$ cat config.mk
export PLATFORM = sky130hd
export DESIGN_NAME = jd_gate
export DESIGN_NICKNAME = d
export VERILOG_FILES = /design/src/rtl/jdg_pkg.sv /design/src/rtl/jdg_sync.sv /design/src/rtl/jdg_debounce.sv /design/src/rtl/jdg_gate_out.sv /design/src/rtl/jd_gate.sv
export SDC_FILE = /design/constraint.sdc
export NUM_CORES = 1
export LEC_CHECK = 0
export BUFFER_PORTS_ARGS = -buffer_cell sky130_fd_sc_hd__buf_2
export CORE_MARGIN = 4
export CORE_UTILIZATION = 39
export DETAILED_ROUTE_END_ITERATION = 10
export HOLD_SLACK_MARGIN = 0.03
export PLACE_DENSITY = 0.71
export SYNTH_ARGS = -nofsm -noshare
export SYNTH_HDL_FRONTEND = slang
export SYNTH_SLANG_ARGS = --single-unit
$ cat constraint.sdc
create_clock -name clk -period 1.2 [get_ports clk]
set_input_delay 0.06 -clock clk [delete_from_list [all_inputs] [get_ports clk]]
set_output_delay 0.06 -clock clk [all_outputs]
set_load 0.01 [all_outputs]
$ cat src/rtl/jdg_pkg.sv
package jdg_pkg;
  typedef enum logic {
    LVL_LO = 1'b0,
    LVL_HI = 1'b1
  } det_lvl_e;

  localparam int DEF_DB_CYCLES = 4;
endpackage

$ cat src/rtl/jdg_sync.sv
module jdg_sync #(
  parameter int N_PINS = 3
) (
  input  logic              clk,
  input  logic              rst,
  input  logic [N_PINS-1:0] pin_a,
  output logic [N_PINS-1:0] pin_s
);
  for (genvar g = 0; g < N_PINS; g++) begin : g_pin
    logic meta_q;
    logic sync_q;
    always_ff @(posedge clk) begin
      if (rst) begin
        meta_q <= 1'b0;
        sync_q <= 1'b0;
      end else begin
        meta_q <= pin_a[g];
        sync_q <= meta_q;
      end
    end
    assign pin_s[g] = sync_q;
  end
endmodule

$ cat src/rtl/jdg_debounce.sv
module jdg_debounce
  import jdg_pkg::*;
#(
  parameter int N_PINS    = 3,
  parameter int SEL_W     = 2,
  parameter int DB_CYCLES = DEF_DB_CYCLES
) (
  input  logic              clk,
  input  logic              rst,
  input  logic [N_PINS-1:0] pin_s,
  input  logic [SEL_W-1:0]  sel,
  output det_lvl_e          lvl_o
);
  localparam int CNT_W = $clog2(DB_CYCLES + 1);
  localparam logic [CNT_W-1:0] CNT_LAST = CNT_W'(DB_CYCLES - 1);

  logic           raw_lvl;
  logic [CNT_W-1:0] cnt_q;
  det_lvl_e       lvl_q;

  // Pick the selected pin; any unused select code reads as level 0.
  always_comb begin
    raw_lvl = 1'b0;
    for (int i = 0; i < N_PINS; i++) begin
      if (sel == SEL_W'(i)) raw_lvl = pin_s[i];
    end
  end

  always_ff @(posedge clk) begin
    if (rst) begin
      cnt_q <= '0;
      lvl_q <= LVL_LO;
    end else if (raw_lvl == lvl_q) begin
      cnt_q <= '0;
    end else if (cnt_q == CNT_LAST) begin
      cnt_q <= '0;
      lvl_q <= det_lvl_e'(raw_lvl);
    end else begin
      cnt_q <= cnt_q + 1'b1;
    end
  end

  assign lvl_o = lvl_q;
endmodule

$ cat src/rtl/jdg_gate_out.sv
module jdg_gate_out
  import jdg_pkg::*;
#(
  parameter int N_OUT = 4
) (
  input  logic             clk,
  input  logic             rst,
  input  det_lvl_e         lvl,
  input  logic             det_on,
  input  logic [N_OUT-1:0] mask_lo,
  input  logic [N_OUT-1:0] mask_hi,
  input  logic             ref_lo,
  input  logic             ref_hi,
  input  logic [N_OUT-1:0] out_en_req,
  input  logic             ref_req,
  output logic [N_OUT-1:0] out_en_o,
  output logic             ref_en_o
);
  logic [N_OUT-1:0] mask_act;
  logic             ref_add;

  always_comb begin
    if (!det_on) begin
      mask_act = '1;
      ref_add  = 1'b0;
    end else if (lvl == LVL_HI) begin
      mask_act = mask_hi;
      ref_add  = ref_hi;
    end else begin
      mask_act = mask_lo;
      ref_add  = ref_lo;
    end
  end

  for (genvar k = 0; k < N_OUT; k++) begin : g_out
    always_ff @(posedge clk) begin
      if (rst) out_en_o[k] <= 1'b0;
      else     out_en_o[k] <= out_en_req[k] & mask_act[k];
    end
  end

  always_ff @(posedge clk) begin
    if (rst) ref_en_o <= 1'b0;
    else     ref_en_o <= ref_req | ref_add;
  end
endmodule

$ cat src/rtl/jd_gate.sv
module jd_gate
  import jdg_pkg::*;
#(
  parameter int N_PINS    = 3,
  parameter int N_OUT     = 4,
  parameter int DB_CYCLES = DEF_DB_CYCLES,
  parameter int SEL_W     = $clog2(N_PINS + 1)
) (
  input  logic              clk,
  input  logic              rst,
  input  logic [N_PINS-1:0] pin_i,
  input  logic [SEL_W-1:0]  det_sel,
  input  logic              det_on,
  input  logic [N_OUT-1:0]  mask_lo,
  input  logic [N_OUT-1:0]  mask_hi,
  input  logic              ref_lo,
  input  logic              ref_hi,
  input  logic [N_OUT-1:0]  out_en_req,
  input  logic              ref_req,
  output logic [N_OUT-1:0]  out_en_o,
  output logic              ref_en_o
);
  logic [N_PINS-1:0] pin_s;
  det_lvl_e          det_lvl;

  jdg_sync #(.N_PINS(N_PINS)) u_sync (
    .clk   (clk),
    .rst   (rst),
    .pin_a (pin_i),
    .pin_s (pin_s)
  );

  jdg_debounce #(
    .N_PINS    (N_PINS),
    .SEL_W     (SEL_W),
    .DB_CYCLES (DB_CYCLES)
  ) u_deb (
    .clk   (clk),
    .rst   (rst),
    .pin_s (pin_s),
    .sel   (det_sel),
    .lvl_o (det_lvl)
  );

  jdg_gate_out #(.N_OUT(N_OUT)) u_gate (
    .clk        (clk),
    .rst        (rst),
    .lvl        (det_lvl),
    .det_on     (det_on),
    .mask_lo    (mask_lo),
    .mask_hi    (mask_hi),
    .ref_lo     (ref_lo),
    .ref_hi     (ref_hi),
    .out_en_req (out_en_req),
    .ref_req    (ref_req),
    .out_en_o   (out_en_o),
    .ref_en_o   (ref_en_o)
  );
endmodule

==> impl_metrics.json <==
{
  "layoutNonFillerInstCount": 113,
  "antenna_found_initial": 0,
  "antenna_left": 0,
  "grt.total_usage_pct": 14.3,
  "p_int_uw": 719,
  "dp_hpwl_um": 833,
  "pwr-share-seq_pct": 55.2,
  "power_switching_uw": 227,
  "critPathMaxFanout": 6,
  "hold_viol": 0,
  "clkSlewWorstSetupHoldPaths_ns": 0.09,
  "seq_area_frac_synth_pct": 49.4,
  "ys.flop_type": "dfxtp_1",
  "vias_per_cell": 4.61,
  "synth_top_family_by_area": "simple AND/OR/NAND/NOR gates",
  "coreArea_um2": 1380,
  "worst_setup_path_end_kind": "register",
  "synth_edf_count": 0,
  "path_common_cell": "ha_4",
  "cts_root_buf": "clkbuf_4",
  "postSynthAreaPerCell_um2": 10.5,
  "cp-start-kind": "register",
  "grt_pass1_wl_um": 2130,
  "fin_area_um2": 920,
  "hold_path_depth": 3,
  "min_period_ns": 1.07,
  "critPathRequiredTime_ns": 1.42,
  "reg2reg_slack_ns": 0.13,
  "area_growth_pct": 51.2,
  "maxCapViolations": 0,
  "cts_max_level": 1,
  "crit_chain": "ha_4 > ha_4 > nor2_4 > nand3b_1 > mux2i_1",
  "fin_skew_ns": 0.00314,
  "hp-start": "mask_lo[3]",
  "routedWlPerCell_um": 11.6,
  "grt_overflow": 0,
  "netlist-cell-type-count": 16,
  "drc_errors": 0,
  "std_cell_rows": 13,
  "dr.pass1.iters": 2,
  "setup_viol": 0,
  "clock_sinks": 15,
  "yosysWarnings": 0,
  "via_count": 521,
  "netlist_area_um2": 608,
  "final_util_pct": 66.5,
  "pwr_density_cell_nw_per_um2": 1030,
  "syn_inst": 58,
  "worstSetupStartpoint": "u_deb.cnt_q[0]",
  "irDropWorstVdd_mv": 0.577,
  "ioPinCount": 28,
  "initial_utilization_pct": 44.0,
  "clk_path_buf_depth": 2,
  "die_w_um": 47.5,
  "synth_nets": 83,
  "final_nets": 124,
  "synth_xor_area_share_pct": 0,
  "arrival_ns": 1.29,
  "wl_um": 1310,
  "outcome": "completed",
  "placed_area_um2": 768,
  "power_frac_clock_pct": 31.8,
  "switching_share_pct": 24.0,
  "worstSetupPathType": "register to register",
  "fillerInstances": 107,
  "async_reset_ff_share_pct": 0,
  "share_comb_of_total_power_pct": 13.0,
  "min_to": "u_gate.out_en_o[3]",
  "die_area_um2": 2250,
  "yosysTopAreaCellShare_pct": 49.4,
  "max_freq_mhz": 930,
  "rsz0062_at_grt": "false",
  "maxSlewViolCount": 0,
  "crit_path_top_delay_cell": "dfxtp_2",
  "synth_compound_area_share_pct": 8.64,
  "synth_area_leader_cell": "dfxtp_1",
  "synthSimpleGateAreaFrac_pct": 20.4,
  "synth_mux_area_share_pct": 15.0,
  "layout-drive-gt1-share_pct": 40.8,
  "r2r_start": "u_deb.cnt_q[0]",
  "slew_headroom_pct": 83.3,
  "power_uw": 946,
  "io_buffers": 27,
  "synth_most_common_cell": "dfxtp_1",
  "period_share_pct": 89.6,
  "synth.area.top_cells": "dfxtp_1 49%, mux2i_1 13%, nor2b_1 6.2%, nand3b_1 4.9%, a21oi_1 4.1%",
  "grt_pass1_vias": 514,
  "synth_common_cells": "15 x dfxtp_1, 8 x mux2i_1, 6 x nor2b_1",
  "cts_tree": "done",
  "reg2reg_depth": 5,
  "n_antenna_cell": 0,
  "max_stage_delay_ns": 0.35,
  "clkLatencyLatePin_ns": 0.28,
  "grt_max_degree": 14,
  "timing.rr.end": "u_deb.cnt_q[0]",
  "worst_pin_slew_ns": 0.250,
  "place_inst": 100,
  "cts_buffers": 3,
  "gp_congestion": 0.664,
  "die_h_um": 47.5,
  "power.leakage_uw": 0.000412,
  "synth_fa_ha_area_share_pct": 4.12,
  "drt-initial-drc-count": 2,
  "hold_class": "primary input to register",
  "ys_ff_latch": 15
}
==> power by group through the flow <==
| stage | clock, uW | sequential [uW] | combinational (uW) |
|---|---|---|---|
| finish | 301 | 522 | 123 |
| global route | 337 | 525 | 137 |
| CTS | 309 | 522 | 120 |
| detailed placement | 0 | 534 | 97.4 |
| global placement | 0 | 533 | 95.4 |
| floorplan | 0 | 538 | 39.6 |
==> registers in the layout, summed over array words and instances (netlist names) <==
register	count
u_deb.lvl_o	1
u_gate.ref_en_o	1
u_deb.cnt_q	3
u_sync.g_pin.meta_q	3
u_gate.out_en_o	4
u_sync.g_pin.sync_q	3
==> per-layer routing <==
layer	GRT usage (%)	vias to the layer above	wire [um]
li1	-	275	-
met1	15.8	222	583
met2	22.2	22	576
met3	7.14	2	139
met4	8.29	0	13
met5	0	-	0
==> cells in the final DEF, fill, tap and decap left out, types with 2 or more instances in the layout <==
master	instances
dlygate4sd3_1	9
nor2_1	4
nor2b_1	6
nand2b_1	4
nand2_1	2
clkbuf_4	3
nand3b_1	4
dfxtp_1	14
buf_2	27
ha_4	2
a21oi_1	5
mux2i_1	8
buf_4	2
==> critical path, delay by kind of cell (launching register included) <==
family / cells / cell delay (ns)
AND/OR/NAND/NOR: 2 / 0.22
adder cells (fa/ha/maj): 2 / 0.32
flip-flops: 1 / 0.35
multiplexers: 1 / 0.12
==> repair_timing <==
action,CTS,global route
hold buffers,9,0
hold endpoints to repair,8,0
setup endpoints to repair,3,4
pin swaps,0,3
resized for setup,1,5
buffers inserted,0,0
gates cloned,0,0
==> worst max-delay path by stage <==
stage / to / slack (ns) / depth (start not counted)
detailed placement: u_deb.cnt_q[1] / -0.03 / 5
floorplan: u_deb.cnt_q[1] / 0.04 / 5
CTS: u_deb.cnt_q[1] / 0.0009 / 5
global route: u_deb.cnt_q[0] / 0.002 / 5
global placement: u_deb.cnt_q[0] / 0.02 / 5
finish: u_deb.cnt_q[0] / 0.13 / 5
==> through the flow <==
stage | setup TNS, ns | hold WS, ns | worst slack (ns)
6_report | 0 | 0.0570 | 0.125
2_1_floorplan | 0 | 0.148 | 0.0405
5_1_grt | 0 | 0.0660 | 0.00151
3_3_place_gp | 0 | 0.266 | 0.0215
4_1_cts | 0 | 0.0587 | 0.000886
3_5_place_dp | -0.0646 | 0.272 | -0.0260
==> kinds of logic after synthesis <==
| kind of cell | Yosys count |
|---|---|
| AO/OA/AOI/OAI | 7 |
| buffers and inverters | 3 |
| adder cells (fa/ha/maj) | 2 |
| AND/OR/NAND/NOR | 22 |
| flip-flops | 15 |
| multiplexers | 9 |
==> area by class of cell <==
| class | count | area (um2) | area share (%) |
|---|---|---|---|
| flip-flops and latches | 15 | 302 | 32.8 |
| multi-input cells | 40 | 325 | 35.4 |
| repair buffers | 38 | 240 | 26.1 |
| clock inverters | 1 | 7.51 | 0.816 |
| clock buffers | 3 | 22.5 | 2.45 |
| inverters | 1 | 3.75 | 0.408 |
| well taps | 15 | 18.8 | 2.04 |
No activity file was read; power rests on OpenSTA's default activity.
